<file path="src/rtl/uart_mute_rx_pkg.sv">
package uart_mute_rx_pkg;
  localparam int unsigned DW       = 9;      // widest character
  localparam int unsigned SMP_W    = 4;      // 16 samples per bit
  localparam logic [3:0]  SMP_A    = 4'd7;   // sample 8
  localparam logic [3:0]  SMP_B    = 4'd8;   // sample 9
  localparam logic [3:0]  SMP_C    = 4'd9;   // sample 10, vote point
  localparam logic [3:0]  SMP_LAST = 4'd15;

  typedef enum logic [1:0] {ST_IDLE, ST_START, ST_DATA, ST_STOP} rx_state_e;

  // start-bit sample numbers (0-based from the edge) that must read low
  function automatic logic start_probe(input logic [3:0] n);
    return (n == 4'd2) || (n == 4'd4) || (n == 4'd6) ||
           (n == 4'd7) || (n == 4'd8) || (n == 4'd9);
  endfunction

  // ticks of continuous high line making one idle frame
  function automatic logic [7:0] idle_limit(input logic nine);
    return nine ? 8'd176 : 8'd160;
  endfunction
endpackage

</file>
<file path="src/rtl/uart_mute_rx_frame.sv">
module uart_mute_rx_frame
  import uart_mute_rx_pkg::*;
#(
  parameter int unsigned SYNC_STAGES = 2
) (
  input  logic          clk,
  input  logic          rst_n,
  input  logic          rx_i,
  input  logic          tick_i,
  input  logic          nine_i,
  output logic          rx_s_o,
  output logic          idle_o,
  output logic          done_o,
  output logic [DW-1:0] word_o,
  output logic          noise_o,
  output logic          ferr_o
);
  logic [SYNC_STAGES-1:0] sync_q;
  rx_state_e              st;
  logic [SMP_W-1:0]       cnt;
  logic [SMP_W-1:0]       nxt;
  logic [3:0]             bidx;
  logic [3:0]             last_bit;
  logic [2:0]             hist;
  logic [DW-1:0]          shreg;
  logic                   v_a, v_b, noise_acc;
  logic                   rx_s, maj, split;

  always_ff @(posedge clk or negedge rst_n) begin
    if (!rst_n) sync_q <= '1;
    else        sync_q <= {sync_q[SYNC_STAGES-2:0], rx_i};
  end

  assign rx_s     = sync_q[SYNC_STAGES-1];
  assign rx_s_o   = rx_s;
  assign idle_o   = (st == ST_IDLE);
  assign nxt      = cnt + 4'd1;
  assign last_bit = nine_i ? 4'd8 : 4'd7;
  assign maj      = (v_a & v_b) | (v_a & rx_s) | (v_b & rx_s);
  assign split    = !((v_a == v_b) && (v_b == rx_s));

  always_ff @(posedge clk or negedge rst_n) begin
    if (!rst_n) begin
      st <= ST_IDLE; cnt <= '0; bidx <= '0; hist <= '0; shreg <= '0;
      v_a <= 1'b0; v_b <= 1'b0; noise_acc <= 1'b0;
      done_o <= 1'b0; word_o <= '0; noise_o <= 1'b0; ferr_o <= 1'b0;
    end else begin
      done_o <= 1'b0;
      if (tick_i) begin
        cnt <= nxt;
        unique case (st)
          ST_IDLE: begin
            hist <= {hist[1:0], rx_s};
            if (hist == 3'b111 && !rx_s) begin
              st <= ST_START; cnt <= '0; bidx <= '0;
              shreg <= '0; noise_acc <= 1'b0;
            end
          end
          ST_START: begin
            if (rx_s && start_probe(nxt)) begin
              st <= ST_IDLE; hist <= '0;      // silent abort
            end else if (nxt == SMP_LAST) begin
              st <= ST_DATA;
            end
          end
          ST_DATA: begin
            if (nxt == SMP_A) v_a <= rx_s;
            if (nxt == SMP_B) v_b <= rx_s;
            if (nxt == SMP_C) begin
              shreg[bidx] <= maj;
              if (split) noise_acc <= 1'b1;
            end
            if (nxt == SMP_LAST) begin
              bidx <= bidx + 4'd1;
              if (bidx == last_bit) st <= ST_STOP;
            end
          end
          ST_STOP: begin
            if (nxt == SMP_A) v_a <= rx_s;
            if (nxt == SMP_B) v_b <= rx_s;
            if (nxt == SMP_C) begin
              done_o  <= 1'b1;
              word_o  <= shreg;
              noise_o <= noise_acc | split;
              ferr_o  <= !maj;
              hist    <= maj ? 3'b111 : 3'b000;
              st      <= ST_IDLE;
            end
          end
          default: st <= ST_IDLE;
        endcase
      end
    end
  end
endmodule

</file>
<file path="src/rtl/uart_mute_rx_idle.sv">
module uart_mute_rx_idle
  import uart_mute_rx_pkg::*;
(
  input  logic clk,
  input  logic rst_n,
  input  logic tick_i,
  input  logic rx_s_i,
  input  logic line_idle_i,
  input  logic nine_i,
  output logic pulse_o
);
  logic [7:0] cnt;
  logic [7:0] limit;

  assign limit = idle_limit(nine_i);

  always_ff @(posedge clk or negedge rst_n) begin
    if (!rst_n) begin
      cnt <= '0; pulse_o <= 1'b0;
    end else begin
      pulse_o <= 1'b0;
      if (!line_idle_i || !rx_s_i) begin
        cnt <= '0;
      end else if (tick_i && cnt < limit) begin
        cnt <= cnt + 8'd1;
        if (cnt == limit - 8'd1) pulse_o <= 1'b1;
      end
    end
  end
endmodule

</file>
<file path="src/rtl/uart_mute_rx_wake.sv">
module uart_mute_rx_wake (
  input  logic clk,
  input  logic rst_n,
  input  logic done_i,
  input  logic addr_mode_i,
  input  logic is_addr_i,
  input  logic match_i,
  input  logic idle_pulse_i,
  input  logic sw_wr_i,
  input  logic sw_data_i,
  input  logic full_i,
  output logic mute_o,
  output logic accept_o
);
  logic addr_char;

  assign addr_char = addr_mode_i && is_addr_i;
  assign accept_o  = addr_char ? match_i : !mute_o;

  always_ff @(posedge clk or negedge rst_n) begin
    if (!rst_n)                           mute_o <= 1'b0;
    else if (done_i && addr_char)         mute_o <= !match_i;
    else if (idle_pulse_i && !addr_mode_i) mute_o <= 1'b0;
    else if (sw_wr_i && !full_i)          mute_o <= sw_data_i;
  end
endmodule

</file>
<file path="src/rtl/uart_mute_rx.sv">
module uart_mute_rx
  import uart_mute_rx_pkg::*;
#(
  parameter int unsigned ADDR_W      = 4,
  parameter int unsigned SYNC_STAGES = 2
) (
  input  logic              clk,
  input  logic              rst_n,
  input  logic              rx_i,
  input  logic              tick16_i,
  input  logic              cfg_nine_i,
  input  logic              cfg_par_en_i,
  input  logic              cfg_par_odd_i,
  input  logic              cfg_wake_addr_i,
  input  logic [ADDR_W-1:0] cfg_addr_i,
  input  logic              rd_ready_i,
  input  logic              rwu_wr_i,
  input  logic              rwu_wdata_i,
  output logic [DW-1:0]     rx_data_o,
  output logic              rx_valid_o,
  output logic              ovr_err_o,
  output logic              noise_err_o,
  output logic              frame_err_o,
  output logic              par_err_o,
  output logic              mute_o
);
  logic          rx_s, line_idle, frm_done, frm_noise, frm_ferr;
  logic [DW-1:0] frm_word;
  logic          idle_pulse, accept, is_addr, match, load_ev, rd_fire, par_bad;

  uart_mute_rx_frame #(.SYNC_STAGES(SYNC_STAGES)) u_frame (
    .clk(clk), .rst_n(rst_n), .rx_i(rx_i), .tick_i(tick16_i),
    .nine_i(cfg_nine_i), .rx_s_o(rx_s), .idle_o(line_idle),
    .done_o(frm_done), .word_o(frm_word), .noise_o(frm_noise), .ferr_o(frm_ferr)
  );

  uart_mute_rx_idle u_idle (
    .clk(clk), .rst_n(rst_n), .tick_i(tick16_i), .rx_s_i(rx_s),
    .line_idle_i(line_idle), .nine_i(cfg_nine_i), .pulse_o(idle_pulse)
  );

  assign is_addr = cfg_nine_i ? frm_word[8] : frm_word[7];
  assign match   = (frm_word[ADDR_W-1:0] == cfg_addr_i);
  assign par_bad = cfg_par_en_i && ((^frm_word) ^ cfg_par_odd_i);

  uart_mute_rx_wake u_wake (
    .clk(clk), .rst_n(rst_n), .done_i(frm_done), .addr_mode_i(cfg_wake_addr_i),
    .is_addr_i(is_addr), .match_i(match), .idle_pulse_i(idle_pulse),
    .sw_wr_i(rwu_wr_i), .sw_data_i(rwu_wdata_i), .full_i(rx_valid_o),
    .mute_o(mute_o), .accept_o(accept)
  );

  assign load_ev = frm_done && accept;
  assign rd_fire = rx_valid_o && rd_ready_i;

  always_ff @(posedge clk or negedge rst_n) begin
    if (!rst_n) begin
      rx_data_o <= '0; rx_valid_o <= 1'b0; ovr_err_o <= 1'b0;
      noise_err_o <= 1'b0; frame_err_o <= 1'b0; par_err_o <= 1'b0;
    end else if (load_ev && (!rx_valid_o || rd_fire)) begin
      rx_data_o   <= frm_word;
      rx_valid_o  <= 1'b1;
      ovr_err_o   <= 1'b0;
      noise_err_o <= frm_noise;
      frame_err_o <= frm_ferr;
      par_err_o   <= par_bad;
    end else if (load_ev) begin
      ovr_err_o   <= 1'b1;
    end else if (rd_fire) begin
      rx_valid_o  <= 1'b0;
      ovr_err_o   <= 1'b0;
      noise_err_o <= 1'b0;
      frame_err_o <= 1'b0;
      par_err_o   <= 1'b0;
    end
  end
endmodule

</file>
<file path="config.mk">
export PLATFORM = sky130hd
export DESIGN_NAME = uart_mute_rx
export DESIGN_NICKNAME = d
export VERILOG_FILES = /design/src/rtl/uart_mute_rx_pkg.sv /design/src/rtl/uart_mute_rx_frame.sv /design/src/rtl/uart_mute_rx_idle.sv /design/src/rtl/uart_mute_rx_wake.sv /design/src/rtl/uart_mute_rx.sv
export SDC_FILE = /design/constraint.sdc
export NUM_CORES = 1
export LEC_CHECK = 0
export BUFFER_PORTS_ARGS = -buffer_cell sky130_fd_sc_hd__buf_2
export CAP_MARGIN = 20
export CORE_MARGIN = 8
export CORE_UTILIZATION = 25
export CTS_CLUSTER_DIAMETER = 150
export DETAILED_ROUTE_END_ITERATION = 8
export GPL_ROUTABILITY_DRIVEN = 0
export SLEW_MARGIN = 40
export SYNTH_ARGS = -nofsm -noshare
export SYNTH_HDL_FRONTEND = slang
export SYNTH_SLANG_ARGS = --single-unit
</file>
<file path="constraint.sdc">
create_clock -name clk -period 3.59 [get_ports clk]
set_clock_uncertainty 0.05 [all_clocks]
set_input_delay 0.718 -clock clk [delete_from_list [all_inputs] [get_ports clk]]
set_output_delay 0.718 -clock clk [all_outputs]
set_load 0.05 [all_outputs]
</file>
==> results.toml, run 1 <==
[detailed_routing]
drt-vias-per-instance = 4.69
ant_nets = 0
drc = 0
wire_per_inst_um = 13.2
drtIter0Drc = 171
vias = 2505
routed_wl_um = 7050
drt-pass1-iter-count = 4

[clock_network]
clk_pin_slew_ns = 0.06
cts_inserted_buffers = 9
clock_tree.root_cell = "clkbuf_16"
cts_tree = "done"
clock_latency_ns = 0.32
clock-sinks = 63
cts_setup_buffers = 0
clock_tree.buffer_depth = 2
cts_hold_buf = 0
h-tree-depth = 3
cts.repair.resized = 0

[placed_design]
io_buffers = 29
place_inst = 518
hpwl_um = 5170

[finish]
drive_gt1_share_pct = 21.2
final_nets = 380
final_util_pct = 30.6
finalNonFillerCells = 534
antennaDiodeCount = 0
area_growth_pct = 19.0

[timing]
max_freq_mhz = 419
finalMaxSlewViolations = 0
final.min_clock_period_ns = 2.39
rsz0062_at_grt = "false"
relSlewSlack_pct = 64.0
hold_viol_final = 0
fin_tns_setup_ns = 0
period_share_pct = 66.5
setup_violations = 0
worst_slew_pin_slew_ns = 0.540

[synthesis]
yosysTopAreaCell = "dfrtp_1"
synthFlopType = "dfrtp_1"
synth.top_cell.area_share_pct = 44.6
ys_seq_area_share_pct = 46.1
syn_area_um2 = 3420
synthXorXnorAreaFrac_pct = 5.27
synth_most_common_cell = "dfrtp_1"
synth_mux_area_share_pct = 12.2
syn_nets = 348
async_flop_share_pct = 100
synth-compound-area-share_pct = 13.2
ys.warnings.count = 0
synth_simple_gate_area_share_pct = 15.4
synth.avg_cell_area_um2 = 10.7
synth_top_family_by_area = "simple AND/OR/NAND/NOR gates"
synth_edf_count = 0
synthAdderAreaFrac_pct = 4.39
ys_ff_latch = 63
synth_common_cells = "dfrtp_1, nand2_1, mux2_2"
syn_inst = 321
synth_cell_type_count = 59
netlist_top_cells_area = "dfrtp_1, mux2_2, mux2i_1"

[outcome]
status = "finished, final reports clean"

[worst_setup_path]
crit_path_end_kind = "flip-flop"
path_max_fanout = 12
regToRegSetupSlack_ns = 1.20
reg2reg_depth = 6
r2r-end = "u_frame.word_o[0]"
worst-setup-path-type = "flip-flop to flip-flop"
critPathArrivalTime_ns = 2.55
start_kind = "flip-flop"
startpoint = "u_frame.cnt[0]"
required_ns = 3.75
r2r-start = "u_frame.cnt[0]"

[worst_hold_path]
hold_path.class = "primary input to async pin"

[grt]
grt_overflow = 0
grt_pass1_vias = 2543
antenna_found_initial = 0
grt_max_degree = 44
grt_usage_pct = 8.42
grt_pass1_wl_um = 12300

[floorplanning]
die_w_um = 133
core_um2 = 13300
floorplan.initialDensity_pct = 25.7
die-area_um2 = 17700
die_height_um = 133
ios = 30
rows = 42

[power]
p_per_area_nw_per_um2 = 599
peakVddDrop_mv = 0.276
leakagePower_nw = 1.92

[job]
drv_cap = 0
[worst max-delay path by stage]
| stage | endpoint | slack [ns] | cells after the start |
|---|---|---|---|
| floorplan | u_frame.word_o[3] | 1.47 | 7 |
| detailed placement | rx_data_o[5] | 1.06 | 6 |
| global route | u_frame.word_o[2] | 0.98 | 6 |
| finish | u_frame.word_o[0] | 1.20 | 6 |
| CTS | u_frame.word_o[0] | 1.19 | 6 |
| global placement | rx_data_o[2] | 1.10 | 6 |
[layer usage]
| layer | GRT usage (%) | wire [µm] | up-vias |
|---|---|---|---|
| met3 | 3.29 | 349 | 4 |
| met4 | 2.27 | 42 | 0 |
| met1 | 10.3 | 3310 | 1232 |
| met2 | 13.5 | 3350 | 51 |
| met5 | 0 | 0 | - |
| li1 | - | - | 1218 |
[critical path: stages, from the launching register on]
cell	delay, ns
dfrtp_1	0.44
ha_1	0.37
nor3b_1	0.36
inv_1	0.16
a21oi_2	0.32
buf_4	0.24
mux2_2	0.34
[state kept, by name, indices dropped and copies added, names as in the netlist, 2 cells and up, named ones only]
name / cells
u_frame.bidx: 4
u_idle.cnt: 8
rx_data_o: 9
u_frame.hist: 3
u_frame.cnt: 4
u_frame.shreg: 9
u_frame.word_o: 9
u_frame.sync_q: 2
[layout make-up]
class	count	area [µm²]
clock buffers	9	225
clock inverters	7	104
fillers	1356	9220
inverters	16	60.1
multi-input cells	232	1720
flip-flops and latches	63	1580
well taps	176	220
repair buffers	31	160
[metrics by stage]
stage          area (µm²)  hold WS [ns]  power (mW)  setup slack, ns
5_1_grt              4070         0.311        2.59            0.980
3_5_place_dp         3740         0.297        1.50             1.06
6_report             4070         0.290        2.44             1.20
3_3_place_gp         3740         0.296        1.48             1.10
2_1_floorplan        3420         0.295        1.36             1.47
4_1_cts              4070         0.295        2.46             1.19
[kinds of logic (layout without fill, tap and decap cells)]
logic type,after synthesis,count (layout)
buf+inv,26,63
flops,63,63
xor+xnor,19,19
mux,39,39
compound gates,63,63
simple gates,99,99
fa+ha+maj,12,12
[cell usage in the layout, fill, tap and decap left out, drive strengths merged, types with 5 or more instances in the layout]
cell type / n
nor3b: 5
mux2i: 18
xor2: 9
nand2: 28
buf: 31
inv: 18
xnor2: 9
dfrtp: 61
ha: 12
mux2: 21
or3: 5
a21oi: 12
nand2b: 5
nor2b: 8
nor2: 14
clkbuf: 9
nand4: 5
nand3: 16
o21ai: 16
[power by group]
part	leakage [nW]	internal (mW)	total (mW)	switching, mW
clock	0.161	0.616	0.950	0.334
sequential	0.832	0.803	0.942	0.139
combinational	0.929	0.208	0.548	0.340
total	1.92	1.63	2.44	0.813
(Power assumes the default switching activity.)
==> run 2, diff against run 1 <==
Clock period 3.59 ns to 2.17 ns, I/O delays scaled along.
==> results.toml, run 2 (synthesis results as in run 1) <==
[timing]
whs_ns = 0.0583
relSlewSlack_pct = 59.9
finalMaxSlewViolations = 0
max_freq_mhz = 490
period_share_pct = 94.0
rsz0062_at_grt = "false"
setup_violations = 0
worst_slew_pin_slew_ns = 0.602
final.min_clock_period_ns = 2.04
hold_viol_final = 0

[worst_setup_path]
cp_num_buf_inv = 1
crit_path_end_kind = "flip-flop"
crit_chain = "buf_4 > and3b_2 > o211a_1 > o21ai_1 > a31oi_4 > mux2_4"
crit_path_top_delay_cell = "dfrtp_1"
start_kind = "flip-flop"
path_max_fanout = 5
required_ns = 2.33
r2r-start = "u_frame.cnt[1]"
reg2reg_depth = 6
crit_family = "compound AO/OA/AOI/OAI gates"
worst-setup-path-type = "flip-flop to flip-flop"
regToRegSetupSlack_ns = 0.13
r2r-end = "u_frame.hist[2]"
critPathArrivalTime_ns = 2.20
cpPeakStageDelay_ns = 0.43

[clock_network]
h-tree-depth = 3
clock_tree.buffer_depth = 2
clk_pin_slew_ns = 0.06
cts_inserted_buffers = 9
clock-sinks = 63
clock_tree.root_cell = "clkbuf_16"
cts_tree = "done"
clock_latency_ns = 0.33
cts_hold_buf = 0

[power]
power_mw = 4.26
seqPwrFrac_pct = 35.8
p_per_area_nw_per_um2 = 988
power_frac_comb_pct = 26.8
p_switching_mw = 1.45
leakagePower_nw = 2.03
p_int_mw = 2.81
peakVddDrop_mv = 0.481
pwr-share-clk_pct = 37.4
swShare_pct = 34.1

[placed_design]
hpwl_um = 5590
io_buffers = 29
place_inst = 536
place_area_um2 = 3900

[detailed_routing]
drt-pass1-iter-count = 4
drtIter0Drc = 141
ant_nets = 0
drt-vias-per-instance = 4.77
wire_per_inst_um = 13.9
routed_wl_um = 7700
drc = 0
vias = 2638

[finish]
area_growth_pct = 26.0
reg_top3 = "rx_data_o x9, u_frame.shreg x9, u_frame.word_o x9"
final_area_um2 = 4310
final_cell_mix = "dfrtp_1, buf_2, nand2_1"
antennaDiodeCount = 0
final_nets = 399
finalNonFillerCells = 553
fillers = 1341
layout.cells.most_common = "dfrtp_1"
drive_gt1_share_pct = 27.6

[floorplanning]
die_w_um = 133
rows = 42
die_height_um = 133
core_um2 = 13300
die-area_um2 = 17700
ios = 30
floorplan.initialDensity_pct = 25.7

[worst_hold_path]
hold_path.class = "primary input to async pin"

[grt]
antenna_found_initial = 0
grt_max_degree = 41
grt_pass1_wl_um = 13300
grt_overflow = 0
grt_usage_pct = 9.02
grt_pass1_vias = 2776

[outcome]
status = "finished, final reports clean"

[job]
drv_cap = 0
-- run 2: cell types whose count changed in the layout (fill, tap and decap cells not counted), moves of 2 or more --
cell	change
nor3b_1	-2
nor3b_2	+2
buf_12	+2
buf_4	+17
-- run 2: worst max-delay path by stage --
stage / end / slack, ns / start / depth (start not counted)
2_1_floorplan: u_frame.word_o[3] / 0.05 / u_frame.cnt[0] / 7
3_3_place_gp: u_frame.hist[2] / 0.03 / u_frame.cnt[0] / 6
3_5_place_dp: rx_data_o[0] / -0.01 / cfg_addr_i[3] / 6
4_1_cts: u_frame.hist[2] / 0.03 / u_frame.cnt[0] / 7
5_1_grt: par_err_o / 0.03 / u_frame.word_o[2] / 5
6_report: u_frame.hist[2] / 0.13 / u_frame.cnt[1] / 6
-- run 2: timing repair --
item	CTS	global route
gates resized for setup	1	13
endpoints found under the setup margin	1	21
pin swaps	0	5
buffers inserted	0	1
-- run 2: cell type report --
| cell class | instances | area, µm² | share of cell area, % |
|---|---|---|---|
| clock buffers | 9 | 225 | 5.22 |
| flip-flops and latches | 63 | 1580 | 36.7 |
| clock inverters | 7 | 104 | 2.41 |
| inverters | 16 | 60.1 | 1.39 |
| repair buffers | 50 | 328 | 7.60 |
| well taps | 176 | 220 | 5.11 |
| multi-input cells | 232 | 1790 | 41.6 |
-- run 2: worst register-to-register path, delay by kind of cell, from the launching register on --
kind / cells / cell delay, ns
and+or+nand+nor: 1 / 0.26
muxes: 1 / 0.33
DFF: 1 / 0.43
AOI/OAI and AO/OA: 3 / 0.68
buffers and inverters: 1 / 0.17
-- run 2: through the flow --
stage	worst slack, ns	TNS [ns]	utilization, %
after floorplan	0.0493	0	-
after global routing	0.0317	0	32.4
after global placement	0.0342	0	29.4
after detailed placement	-0.0150	-0.108	29.4
after CTS	0.0319	0	31.9
final	0.129	0	32.4
-- run 2: metal layers --
metal  up-vias  wire [µm]  GRT usage [%]
met2        56       3710           15.1
met1      1311       3490           10.4
li1       1260          -              -
met5         -          0              0
met3        11        366           2.99
met4         0        134           3.60
-- run 2: power groups by stage --
| stage | clock network, mW | logic [mW] | registers (mW) |
|---|---|---|---|
| 2_1_floorplan | 0 | 0.684 | 1.57 |
| 3_3_place_gp | 0 | 1.04 | 1.52 |
| 3_5_place_dp | 0 | 1.06 | 1.53 |
| 4_1_cts | 1.63 | 1.07 | 1.51 |
| 5_1_grt | 1.68 | 1.26 | 1.56 |
| 6_report | 1.59 | 1.14 | 1.52 |
==> run 3, diff against run 2 <==
Settings changed: CORE_UTILIZATION 25 to 50, PLACE_DENSITY set to 0.71.
==> results.toml, run 3 (synthesis results as in run 1) <==
[power]
leakagePower_nw = 1.95
p_per_area_nw_per_um2 = 898
peakVddDrop_mv = 0.457

[worst_setup_path]
reg2reg_depth = 6
start_kind = "flip-flop"
regToRegSetupSlack_ns = 0.13
crit_path_end_kind = "flip-flop"
r2r-end = "u_frame.hist[2]"
crit_family = "compound AO/OA/AOI/OAI gates"
critPathArrivalTime_ns = 2.22
cp_num_buf_inv = 1
worst-setup-path-type = "flip-flop to flip-flop"
r2r-start = "u_frame.cnt[1]"
path_max_fanout = 6
crit_chain = "buf_4 > and3b_1 > o211a_1 > o311ai_0 > a31oi_2 > mux2_1"
startpoint = "u_frame.cnt[1]"
required_ns = 2.34
cpPeakStageDelay_ns = 0.40
crit_path_top_delay_cell = "o311ai_0"
path_depth = 6

[detailed_routing]
top_layer_used = "met4"
wl_met1_um = 3100
vias = 2556
drc = 0
wire_per_inst_um = 14.8
drt-vias-per-instance = 5.62
met2WireLength_um = 3190
ant_nets = 0
drtIter0Drc = 140
drt-pass1-iter-count = 4
dr_wl_met3_um = 373
routed_wl_um = 6750

[finish]
final_nets = 397
final_area_um2 = 3990
antennaDiodeCount = 0
final_cell_mix = "dfrtp_1, buf_2, nand2_1"
reg_top3 = "rx_data_o x9, u_frame.shreg x9, u_frame.word_o x9"
finalNonFillerCells = 455
area_growth_pct = 16.5
layout.cells.most_common = "dfrtp_1"
fillers = 573
drive_gt1_share_pct = 25.3

[timing]
worst_slew_pin_slew_ns = 0.450
finalMaxSlewViolations = 0
setup_violations = 0
hold_viol_final = 0
period_share_pct = 94.1
final.min_clock_period_ns = 2.04
relSlewSlack_pct = 70.0
max_freq_mhz = 490
worst_slack_ns = 0.127

[grt]
grt_max_degree = 64
grt_usage_pct = 14.8
grt_pass1_wl_um = 11800
grt_overflow = 0
antenna_found_initial = 0
grt_pass1_vias = 2578

[outcome]
status = "finished, final reports clean"

[job]
drv_cap = 0

[clock_network]
clock_latency_ns = 0.34
cts_hold_buf = 0
h-tree-depth = 3
cts_tree = "done"
cts_inserted_buffers = 9
clk_pin_slew_ns = 0.08
clock_tree.root_cell = "clkbuf_8"
clock_tree.buffer_depth = 2
clock-sinks = 63

[placed_design]
place_area_um2 = 3770
hpwl_um = 4850
pre_cts_slack_ns = 0.0379
io_buffers = 29
place_inst = 438

[floorplanning]
floorplan.initialDensity_pct = 50.9
ios = 30
die_w_um = 98.7
die_height_um = 98.7
rows = 30
die-area_um2 = 9750
core_um2 = 6720

[worst_hold_path]
hold_path.class = "primary input to async pin"
-- run 3: cell types whose count changed in the layout (fill, tap and decap cells not counted), sizes merged --
cell and delta:
buf -2, bufinv -1, inv -2, clkinvlp +2, clkinv +1
-- run 3: metal layers --
metal	vias up	GRT usage, %
met1	1226	18.0
li1	1262	-
met3	9	4.09
met5	-	0
met2	59	23.8
met4	0	6.73
-- run 3: metrics by stage --
stage          setup TNS [ns]  total power [mW]  utilization (%)  hold slack (ns)
2_1_floorplan               0              2.26                -           0.0884
3_3_place_gp                0              2.54             56.1            0.297
3_5_place_dp                0              2.57             56.1            0.301
4_1_cts                     0              3.59             59.0           0.0514
5_1_grt             -0.000410              3.82             59.3           0.0713
6_report                    0              3.58             59.3           0.0375
-- run 3: layout make-up --
type	count	area, µm²	area share, %
Tap cell	80	100	2.51
Sequential cell	63	1580	39.6
Inverter	16	60.1	1.51
Clock buffer	9	124	3.11
Timing Repair Buffer	48	313	7.85
Clock inverter	7	72.6	1.82
Multi-Input combinational cell	232	1740	43.6
-- run 3: worst max path at each step --
stage | to | slack (ns)
floorplan | u_frame.word_o[3] | 0.05
global placement | rx_data_o[5] | 0.05
detailed placement | rx_data_o[4] | 0.04
CTS | u_frame.shreg[8] | 0.03
global route | u_frame.hist[2] | -0.0004
finish | u_frame.hist[2] | 0.13
-- run 3: what timing repair did --
item | in CTS | in global routing
setup endpoints to repair | 0 | 20
resized for setup | 0 | 2
setup buffers | 0 | 1
-- run 3: power by group --
group | internal (mW) | total, mW | switching, mW
registers | 1.33 | 1.51 | 0.180
logic | 0.427 | 1.07 | 0.642
clock network | 0.531 | 1.01 | 0.474
total | 2.28 | 3.58 | 1.30
